--- src/rtl/nand_seq_pkg.sv ---
package nand_seq_pkg;

  localparam int COL_W = 16;
  localparam int ROW_W = 24;

  typedef enum logic [1:0] {
    CYC_CMD  = 2'd0,
    CYC_ADDR = 2'd1,
    CYC_WR   = 2'd2,
    CYC_RD   = 2'd3
  } cyc_kind_t;

  typedef enum logic [1:0] {
    OP_READ  = 2'd0,
    OP_PROG  = 2'd1,
    OP_ERASE = 2'd2,
    OP_NONE  = 2'd3
  } nand_op_t;

  localparam logic [7:0] CMD_RD_OPEN  = 8'h00;
  localparam logic [7:0] CMD_RD_CLOSE = 8'h30;
  localparam logic [7:0] CMD_PG_OPEN  = 8'h80;
  localparam logic [7:0] CMD_PG_CLOSE = 8'h10;
  localparam logic [7:0] CMD_ER_OPEN  = 8'h60;
  localparam logic [7:0] CMD_ER_CLOSE = 8'hD0;
  localparam logic [7:0] CMD_STATUS   = 8'h70;
  localparam logic [7:0] CMD_MOVE     = 8'h85;

  function automatic logic [7:0] open_cmd(nand_op_t op);
    case (op)
      OP_PROG:  return CMD_PG_OPEN;
      OP_ERASE: return CMD_ER_OPEN;
      default:  return CMD_RD_OPEN;
    endcase
  endfunction

  function automatic logic [7:0] close_cmd(nand_op_t op);
    case (op)
      OP_PROG:  return CMD_PG_CLOSE;
      OP_ERASE: return CMD_ER_CLOSE;
      default:  return CMD_RD_CLOSE;
    endcase
  endfunction

  // number of address cycles after the opening command
  function automatic logic [2:0] addr_cycles(nand_op_t op);
    return (op == OP_ERASE) ? 3'd3 : 3'd5;
  endfunction

  // address byte idx of an operation
  function automatic logic [7:0] addr_byte(nand_op_t op, logic [2:0] idx,
                                           logic [COL_W-1:0] col, logic [ROW_W-1:0] row);
    logic [31:0] blk;
    blk = {{(32-ROW_W){1'b0}}, row};
    if (op == OP_ERASE) begin
      case (idx)
        3'd0:    return 8'((blk << 6) & 32'hFF);
        3'd1:    return 8'((blk >> 2) & 32'hFF);
        default: return 8'((blk >> 10) & 32'hFF);
      endcase
    end
    case (idx)
      3'd0:    return col[7:0];
      3'd1:    return col[15:8];
      3'd2:    return row[7:0];
      3'd3:    return row[15:8];
      default: return row[23:16];
    endcase
  endfunction

endpackage

--- src/rtl/nand_bus_cycle.sv ---
module nand_bus_cycle
  import nand_seq_pkg::*;
#(
  parameter int STROBE_CYC = 2
) (
  input  logic      clk,
  input  logic      rst_n,
  input  logic      go,
  input  cyc_kind_t kind,
  input  logic [7:0] byte_in,
  input  logic [7:0] dq_in,
  output logic      active,
  output logic      fin,
  output logic [7:0] rbyte,
  output logic      we_n,
  output logic      re_n,
  output logic      cle,
  output logic      ale,
  output logic [7:0] dq_out,
  output logic      dq_oe
);
  localparam int CW = $clog2(2 * STROBE_CYC + 1);
  localparam logic [CW-1:0] LOW_END = CW'(STROBE_CYC - 1);
  localparam logic [CW-1:0] LAST    = CW'(2 * STROBE_CYC - 1);
  localparam logic [CW-1:0] HALF    = CW'(STROBE_CYC);

  logic [CW-1:0] cnt;
  cyc_kind_t     kind_q;
  logic [7:0]    byte_q;
  logic          low;

  always_ff @(posedge clk) begin
    if (!rst_n) begin
      active <= 1'b0;
      cnt    <= '0;
      kind_q <= CYC_CMD;
      byte_q <= '0;
      rbyte  <= '0;
    end else if (!active) begin
      if (go) begin
        active <= 1'b1;
        cnt    <= '0;
        kind_q <= kind;
        byte_q <= byte_in;
      end
    end else begin
      if (kind_q == CYC_RD && cnt == LOW_END) rbyte <= dq_in;
      if (cnt == LAST) active <= 1'b0;
      cnt <= cnt + 1'b1;
    end
  end

  assign low    = active && (cnt < HALF);
  assign fin    = active && (cnt == LAST);
  assign we_n   = !(low && kind_q != CYC_RD);
  assign re_n   = !(low && kind_q == CYC_RD);
  assign cle    = active && kind_q == CYC_CMD;
  assign ale    = active && kind_q == CYC_ADDR;
  assign dq_oe  = active && kind_q != CYC_RD;
  assign dq_out = byte_q;
endmodule

--- src/rtl/nand_ready_wait.sv ---
module nand_ready_wait #(
  parameter int WB_CYC      = 4,
  parameter int TIMEOUT_CYC = 2000
) (
  input  logic clk,
  input  logic rst_n,
  input  logic start,
  input  logic rb,
  output logic waiting,
  output logic ok,
  output logic expired
);
  localparam int MAXC = (WB_CYC > TIMEOUT_CYC) ? WB_CYC : TIMEOUT_CYC;
  localparam int TW   = $clog2(MAXC + 1);
  localparam logic [TW-1:0] WB_LAST = TW'(WB_CYC - 1);
  localparam logic [TW-1:0] TO_LAST = TW'(TIMEOUT_CYC - 1);

  typedef enum logic [1:0] {W_IDLE, W_SETTLE, W_POLL} wst_t;
  wst_t st;
  logic [TW-1:0] cnt;

  assign waiting = (st != W_IDLE);
  assign ok      = (st == W_POLL) && rb;
  assign expired = (st == W_POLL) && !rb && (cnt == TO_LAST);

  always_ff @(posedge clk) begin
    if (!rst_n) begin
      st  <= W_IDLE;
      cnt <= '0;
    end else begin
      case (st)
        W_IDLE: if (start) begin
          st  <= W_SETTLE;
          cnt <= '0;
        end
        W_SETTLE: if (cnt == WB_LAST) begin
          st  <= W_POLL;
          cnt <= '0;
        end else cnt <= cnt + 1'b1;
        default: if (ok || expired) st <= W_IDLE;
                 else cnt <= cnt + 1'b1;
      endcase
    end
  end
endmodule

--- src/rtl/nand_seq.sv ---
module nand_seq
  import nand_seq_pkg::*;
#(
  parameter int STROBE_CYC  = 2,
  parameter int WB_CYC      = 4,
  parameter int TIMEOUT_CYC = 2000,
  parameter int LEN_W       = 12
) (
  input  logic             clk,
  input  logic             rst_n,
  input  logic             req_valid,
  input  logic [1:0]       req_op,
  input  logic [23:0]      req_row,
  input  logic [15:0]      req_col,
  input  logic [LEN_W-1:0] req_len,
  input  logic             req_move,
  input  logic [15:0]      req_move_col,
  input  logic [7:0]       wr_data,
  output logic             wr_take,
  output logic [7:0]       rd_data,
  output logic             rd_valid,
  output logic             busy,
  output logic             done,
  output logic             fail,
  output logic             tmo,
  output logic             nf_ce_n,
  output logic             nf_cle,
  output logic             nf_ale,
  output logic             nf_we_n,
  output logic             nf_re_n,
  output logic [7:0]       nf_dq_out,
  output logic             nf_dq_oe,
  input  logic [7:0]       nf_dq_in,
  input  logic             nf_rb
);
  typedef enum logic [3:0] {
    PH_IDLE, PH_OPEN, PH_ADDR, PH_MOVE_CMD, PH_MOVE_ADDR, PH_WDATA,
    PH_CLOSE, PH_WAIT, PH_RDATA, PH_STCMD, PH_STREAD, PH_END
  } phase_t;

  phase_t           ph;
  nand_op_t         op_q;
  logic [ROW_W-1:0] row_q;
  logic [COL_W-1:0] col_q;
  logic [COL_W-1:0] mcol_q;
  logic [LEN_W-1:0] len_q;
  logic             move_q;
  logic [2:0]       aidx;
  logic             fail_q, tmo_q;

  // named internal events
  logic      bus_phase, eng_go, eng_active, eng_fin;
  cyc_kind_t eng_kind;
  logic [7:0] eng_byte, eng_rbyte;
  logic      wait_start, wait_active, wait_ok, wait_expired;
  logic      accept, addr_last, len_one;

  always_comb begin
    bus_phase = 1'b1;
    eng_kind  = CYC_CMD;
    eng_byte  = 8'h00;
    case (ph)
      PH_OPEN:      eng_byte = open_cmd(op_q);
      PH_ADDR:      begin eng_kind = CYC_ADDR; eng_byte = addr_byte(op_q, aidx, col_q, row_q); end
      PH_MOVE_CMD:  eng_byte = CMD_MOVE;
      PH_MOVE_ADDR: begin eng_kind = CYC_ADDR; eng_byte = aidx[0] ? mcol_q[15:8] : mcol_q[7:0]; end
      PH_WDATA:     begin eng_kind = CYC_WR; eng_byte = wr_data; end
      PH_CLOSE:     eng_byte = close_cmd(op_q);
      PH_RDATA:     eng_kind = CYC_RD;
      PH_STCMD:     eng_byte = CMD_STATUS;
      PH_STREAD:    eng_kind = CYC_RD;
      default:      bus_phase = 1'b0;
    endcase
  end

  assign eng_go     = bus_phase && !eng_active;
  assign wr_take    = eng_go && (ph == PH_WDATA);
  assign rd_valid   = eng_fin && (ph == PH_RDATA);
  assign rd_data    = eng_rbyte;
  assign wait_start = eng_fin && (ph == PH_CLOSE);
  assign accept     = (ph == PH_IDLE) && req_valid && (nand_op_t'(req_op) != OP_NONE);
  assign addr_last  = (aidx == addr_cycles(op_q) - 3'd1);
  assign len_one    = (len_q == LEN_W'(1));

  assign busy    = (ph != PH_IDLE) && (ph != PH_END);
  assign done    = (ph == PH_END);
  assign nf_ce_n = !busy;
  assign fail    = fail_q;
  assign tmo     = tmo_q;

  always_ff @(posedge clk) begin
    if (!rst_n) begin
      ph     <= PH_IDLE;
      op_q   <= OP_READ;
      row_q  <= '0;
      col_q  <= '0;
      mcol_q <= '0;
      len_q  <= '0;
      move_q <= 1'b0;
      aidx   <= '0;
      fail_q <= 1'b0;
      tmo_q  <= 1'b0;
    end else begin
      case (ph)
        PH_IDLE: if (accept) begin
          op_q   <= nand_op_t'(req_op);
          row_q  <= req_row;
          col_q  <= req_col;
          mcol_q <= req_move_col;
          len_q  <= req_len;
          move_q <= req_move && (nand_op_t'(req_op) == OP_PROG);
          fail_q <= 1'b0;
          tmo_q  <= 1'b0;
          ph     <= PH_OPEN;
        end
        PH_OPEN: if (eng_fin) begin
          aidx <= '0;
          ph   <= PH_ADDR;
        end
        PH_ADDR: if (eng_fin) begin
          if (!addr_last) aidx <= aidx + 3'd1;
          else if (op_q != OP_PROG) ph <= PH_CLOSE;
          else if (move_q) ph <= PH_MOVE_CMD;
          else ph <= (len_q == '0) ? PH_CLOSE : PH_WDATA;
        end
        PH_MOVE_CMD: if (eng_fin) begin
          aidx <= '0;
          ph   <= PH_MOVE_ADDR;
        end
        PH_MOVE_ADDR: if (eng_fin) begin
          if (!aidx[0]) aidx <= 3'd1;
          else ph <= (len_q == '0) ? PH_CLOSE : PH_WDATA;
        end
        PH_WDATA: if (eng_fin) begin
          len_q <= len_q - 1'b1;
          if (len_one) ph <= PH_CLOSE;
        end
        PH_CLOSE: if (eng_fin) ph <= PH_WAIT;
        PH_WAIT: begin
          if (wait_expired) begin
            tmo_q  <= 1'b1;
            fail_q <= 1'b1;
            ph     <= PH_END;
          end else if (wait_ok) begin
            if (op_q != OP_READ) ph <= PH_STCMD;
            else ph <= (len_q == '0) ? PH_END : PH_RDATA;
          end
        end
        PH_RDATA: if (eng_fin) begin
          len_q <= len_q - 1'b1;
          if (len_one) ph <= PH_END;
        end
        PH_STCMD: if (eng_fin) ph <= PH_STREAD;
        PH_STREAD: if (eng_fin && eng_rbyte[6]) begin
          fail_q <= eng_rbyte[0];
          ph     <= PH_END;
        end
        default: ph <= PH_IDLE;
      endcase
    end
  end

  nand_bus_cycle #(.STROBE_CYC(STROBE_CYC)) u_cyc (
    .clk(clk), .rst_n(rst_n), .go(eng_go), .kind(eng_kind), .byte_in(eng_byte),
    .dq_in(nf_dq_in), .active(eng_active), .fin(eng_fin), .rbyte(eng_rbyte),
    .we_n(nf_we_n), .re_n(nf_re_n), .cle(nf_cle), .ale(nf_ale),
    .dq_out(nf_dq_out), .dq_oe(nf_dq_oe)
  );

  nand_ready_wait #(.WB_CYC(WB_CYC), .TIMEOUT_CYC(TIMEOUT_CYC)) u_wait (
    .clk(clk), .rst_n(rst_n), .start(wait_start), .rb(nf_rb),
    .waiting(wait_active), .ok(wait_ok), .expired(wait_expired)
  );
endmodule

--- config.mk ---
export PLATFORM = sky130hd
export DESIGN_NAME = nand_seq
export DESIGN_NICKNAME = d
export VERILOG_FILES = /design/src/rtl/nand_seq_pkg.sv /design/src/rtl/nand_bus_cycle.sv /design/src/rtl/nand_ready_wait.sv /design/src/rtl/nand_seq.sv
export SDC_FILE = /design/constraint.sdc
export NUM_CORES = 1
export LEC_CHECK = 0
export CORE_MARGIN = 2
export CORE_UTILIZATION = 50
export DETAILED_ROUTE_END_ITERATION = 7
export DONT_BUFFER_PORTS = 1
export GPL_TIMING_DRIVEN = 0
export MAX_ROUTING_LAYER = met4
export SKIP_LAST_GASP = 1
export SYNTH_ARGS = -nofsm -noshare
export SYNTH_HDL_FRONTEND = slang
export SYNTH_SLANG_ARGS = --single-unit
--- constraint.sdc ---
create_clock -name clk -period 5.7 [get_ports clk]
set_clock_uncertainty 0.1 [all_clocks]
set_input_delay 1.14 -clock clk [delete_from_list [all_inputs] [get_ports clk]]
set_output_delay 1.14 -clock clk [all_outputs]
set_load 0.05 [all_outputs]
Word level (Yosys, flattened, before mapping)
Cells that the tools add are included.
{"block": "totals", "regBits": 115, "mem_bits_rw": 0, "mem_count": 0, "output_inout_bits": 28, "mem_bits_ro": 0, "in_bits": 91, "word_cells": 196, "latch_bits": 0}
{"block": "classes", "reduce_logical": 55, "muxes": 62, "multipliers": 0, "n_div": 0, "n_addsub": 5, "order_cmp": 1, "shift": 0, "bitwise_logic": 1, "eq_ne": 54}
{"op": "$mux 4", "count": 16}
{"op": "$pmux 8 s7", "count": 1}
{"op": "$pmux 8 s2", "count": 3}
{"op": "$pmux 4 s11", "count": 1}
{"op": "$ne 2x2->1 const B", "count": 18}
{"op": "$mux 11", "count": 3}
{"op": "$pmux 8 s4", "count": 1}
{"op": "$mux 3", "count": 10}
{"op": "$mux 12", "count": 2}
{"op": "$mux 8", "count": 3}
{"op": "$pmux 12 s2", "count": 1}
{"op": "$pmux 11 s2", "count": 1}
{"op": "$logic_and 1x1->1", "count": 20}
{"op": "$eq 4x3->1 const B", "count": 4}
{"op": "$eq 4x4->1 const B", "count": 4}
{"op": "$reduce_and 15->1", "count": 1}
{"op": "$eq 12x1->1 const B", "count": 1}
{"op": "$logic_not 12->1", "count": 1}
{"op": "$mux 2", "count": 6}
{"op": "$ne 2x1->1 const B", "count": 6}
{"op": "$sub 12x1->12 const B", "count": 1}
{"op": "$add 11x1->11 const B", "count": 1}
{"op": "$eq 11x11->1 const B", "count": 1}
{"op": "$eq 11x2->1 const B", "count": 1}
{"op": "other kinds (35)", "count": 71}

Longest topological paths before layout
{"block": "depth", "depth_word": 7, "depth_mapped": 9}

Modules after synthesis
A second synthesis with hierarchy kept.
{"block": "hier_totals", "hier_cells": 826, "area_unflattened_um2": 6432.4}
{"mod": "nand_seq", "cells_per_inst": 621, "n_inst": 1, "area_per_inst_um2": 4614.4, "seq_area_each_um2": 1601.5}
{"mod": "nand_bus_cycle", "cells_per_inst": 110, "n_inst": 1, "area_per_inst_um2": 1013.5, "seq_area_each_um2": 440.4}
{"mod": "nand_ready_wait", "cells_per_inst": 95, "n_inst": 1, "area_per_inst_um2": 804.5, "seq_area_each_um2": 260.2}

Worst setup path before layout
Ideal clock, no wire load.
{"block": "synth_path", "path_kind": "register to output", "start": "register ph[0]", "end": "output port busy", "path_stages_with_launch": 7, "slack_ns": 2.220, "t_arrival_ns": 2.240, "path_cell_list": "dfxtp_1 > clkbuf_1 > clkbuf_1 > clkbuf_1 > and3_1 > or2_2 > inv_1"}
{"block": "synth_between", "elab_chain_cells": 2, "elab_cells_between_ends": 3}
{"item": "start, declared", "line": "nand_seq.sv:41", "source": "phase_t ph;"}
{"item": "start signal, assigned", "line": "nand_seq.sv:124", "source": "else ph <= (len_q == '0) ? PH_CLOSE : PH_WDATA;"}
{"item": "start signal, assigned", "line": "nand_seq.sv:132", "source": "else ph <= (len_q == '0) ? PH_CLOSE : PH_WDATA;"}
{"item": "start signal, assigned", "line": "nand_seq.sv:146", "source": "else ph <= (len_q == '0) ? PH_END : PH_RDATA;"}
{"item": "$ne 4x4->1 / $reduce_bool 4->1 (equally long branches)", "line": "nand_seq.sv:85", "source": "assign busy = (ph != PH_IDLE) && (ph != PH_END);"}
{"item": "$logic_and 1x1->1 (*)", "line": "nand_seq.sv:85"}
{"item": "end, declared", "line": "nand_seq.sv:22", "source": "output logic busy,"}
Every way passes the cells marked *; elsewhere a longest branch is shown, timed or not.

Final worst setup path
Same ends and word-level chain as after synthesis.

==> metrics.cfg <==
[outcome]
status = finished clean

[worst_setup_path]
startpoint_type = flip-flop
cp.depth = 6
cp_top_family = buffers and inverters
cp.arrival_ns = 3.12
crit_chain = clkbuf_1 -> clkbuf_1 -> clkbuf_1 -> and3_1 -> or2_2 -> inv_1
crit_path_max_incr_delay_ns = 0.59
path_class = reg -> out
rr_worst_depth = 9
cpMostUsedCell = clkbuf_1
required_ns = 4.46
end_kind = primary output
critPathMaxFanout = 10
path_buf_inv = 4
crit_slowest_cell = and3_1

[synthesis]
syn_avg_cell_area_sq_um = 7.58
syn_area_sq_um = 6220
syn-num-nets = 927
synth_seq_area_share = 0.370
synth_edf_count = 0
synthCells = 821
synth-main-ff-cell = dfxtp_1
synth-async-reset-ratio = 0
yosysUniqueCellTypes = 72
synth-seq-cells = 115
ys_warn_count = 0

[timing]
rsz0062_at_grt = false
min_period_ns = 4.36
setup_ws_ns = 1.34
fmax_mhz = 229
hold_viol_final = 0
slew_headroom = 0.271
post-route-period-util = 0.765
finalSetupViolations = 0
slew_viol_final = 0
setup_total_negative_slack_ns = 0
worstMarginPinSlew_ns = 1.08

[min_path]
min_path_cells = 2
hold_path_class = reg -> reg

[detailed_routing]
wl_per_cell_um = 19.1
drtAntennaViolNets = 0
wl_met3_um = 1850
met2_length_um = 8060
routed_wl_um = 19500
drc = 0
met1Wirelength_um = 9010
via_per_inst = 6.09
first_pass_iters = 8
highest_layer = met4
vias = 6228
drtIter0Drc = 604

[finish]
fin_cells = 1022
antenna_cells = 0
fin_util = 0.588
nets = 947
areaGrowthSynthToFinish_pct = 14.0
drive_above_1_share = 0.0761
fin_area_sq_um = 7100

[floorplan]
die_h_um = 116
core-area_sq_um = 12100
fp.dieW_um = 116
die_area_sq_um = 13400
io_pins = 119
num_rows = 40
initial_core_util = 0.516

[place]
placed_area_sq_um = 6450
dpl.hpwl_um = 14600
port_buffers = 0
gp_congestion = 0.956
place_ws_ns = 1.87
place_inst = 990

[clocking]
insertion_delay_ns = 0.42
h-tree-depth = 4
cts.clk_slew.worst_paths_ns = 0.05
clock_sinks = 115
cts_hold_buf = 0
cts_setup_buffers = 0
cts_tree = done
numCtsBuffers = 17
cts_root_buf = clkbuf_16
post_cts_resized = 0
clockBufferDepth = 2

[power_and_ir_drop]
ir_drop_v = 0.000331
cellLeakagePower_nw = 2.52
powerDensity_nw_per_um2 = 444

[global_routing]
grt_max_degree = 17
antenna_found_initial = 0
grt_usage = 0.309
gr-total-overflow = 0
grt_pass1_wl_um = 30400
grt_pass1_vias = 5823

[run]
drv_cap = 0

-- path summary, 6_finish.rpt --
path	endpoint	slack, ns	start
worst min register to register	col_q[12]$_SDFFE_PN0P_	0.36	col_q[12]$_SDFFE_PN0P_
worst max register to register	u_cyc.dq_out[1]$_SDFFE_PN0P_	2.39	aidx[0]$_SDFFE_PN0P_
worst max-delay path	busy	1.34	ph[0]$_SDFFE_PN0P_
worst min-delay path	col_q[12]$_SDFFE_PN0P_	0.36	col_q[12]$_SDFFE_PN0P_
-- cell families (layout without fill, tap and decap cells) --
group	after synthesis	in the layout	synth area share
simple gates	340	340	0.262
buf+inv	88	121	0.0559
mux	18	18	0.0297
xor+xnor	3	3	0.00422
compound gates	242	242	0.248
fa+ha+maj	15	15	0.0302
flops	115	115	0.370
-- through the flow --
step                      hold WS [ns]  total power, mW
after floorplan                  0.332             1.73
after global placement           0.340             1.97
after global routing             0.373             3.33
after CTS                        0.356             3.14
after detailed placement         0.348             1.99
final                            0.356             3.15
-- registers in the layout, indices dropped and copies added, names as in the netlist --
register and cells:
u_cyc.cnt 3, row_q 24, ph 4, u_cyc.kind_q 2
mcol_q 16, fail 1, tmo 1, move_q 1
u_cyc.rbyte 8, u_cyc.active 1, len_q 12, op_q 2
aidx 3, u_wait.cnt 11, u_wait.st 2, col_q 16
u_cyc.dq_out 8
-- cell type report --
type                    instances  area [sq um]
plain buffers                  58           235
clock buffers                  20           467
clock inverters                12           178
fillers                      1143          4970
inverters                      30           113
multi-input cells             618          3590
flip-flops and latches        115          2300
well taps                     168           210
repair buffers                  1          5.00
-- tightest hold or removal path, stage by stage (launching register included) --
cell     delay, ns
dfxtp_1       0.31
nand2_1       0.05
a21oi_1       0.05
-- power by group --
part | total, mW | leakage, nW | internal, mW | switching, mW
Combinational | 0.998 | 1.28 | 0.314 | 0.684
Clock | 1.15 | 0.305 | 0.765 | 0.386
Sequential | 1.00 | 0.936 | 0.905 | 0.0998
Total | 3.15 | 2.52 | 1.98 | 1.17
-- synthesized netlist by cell type, types with 11 or more instances --
cell type | n | share of area
nor3_1 | 18 | 0.014
nor2_1 | 59 | 0.036
nand2_1 | 163 | 0.098
clkbuf_1 | 49 | 0.030
inv_1 | 29 | 0.017
mux2i_1 | 14 | 0.023
dfxtp_1 | 115 | 0.37
nand3_1 | 11 | 0.0088
a31oi_1 | 14 | 0.014
ha_1 | 15 | 0.030
o21ai_0 | 32 | 0.026
a21oi_1 | 103 | 0.083
-- routing by layer --
| metal | track usage | up-vias |
|---|---|---|
| li1 | - | 2976 |
| met1 | 0.428 | 2906 |
| met2 | 0.433 | 291 |
| met3 | 0.0758 | 55 |
| met4 | 0.116 | 0 |
| met5 | - | - |
-- cell usage in the layout, fill, tap and decap left out, types with 5 or more instances in the layout --
| cell type | count |
|---|---|
| a21o_1 | 8 |
| a21oi_1 | 103 |
| a222oi_1 | 10 |
| a22oi_1 | 6 |
| a31oi_1 | 14 |
| and2_1 | 8 |
| and3_1 | 5 |
| buf_2 | 6 |
| clkbuf_1 | 49 |
| clkbuf_16 | 17 |
| dfxtp_1 | 115 |
| ha_1 | 15 |
| inv_1 | 29 |
| mux2i_1 | 14 |
| nand2_1 | 163 |
| nand2b_1 | 6 |
| nand3_1 | 11 |
| nand3b_1 | 6 |
| nand4_1 | 8 |
| nor2_1 | 59 |
| nor2b_1 | 9 |
| nor3_1 | 16 |
| nor4_1 | 6 |
| o211ai_1 | 6 |
| o21a_1 | 6 |
| o21ai_0 | 31 |
| o221a_2 | 5 |
| o221ai_1 | 10 |
| o22ai_1 | 5 |
| or3_1 | 10 |
| or4_1 | 6 |
No activity file was read; power rests on OpenSTA's default activity.
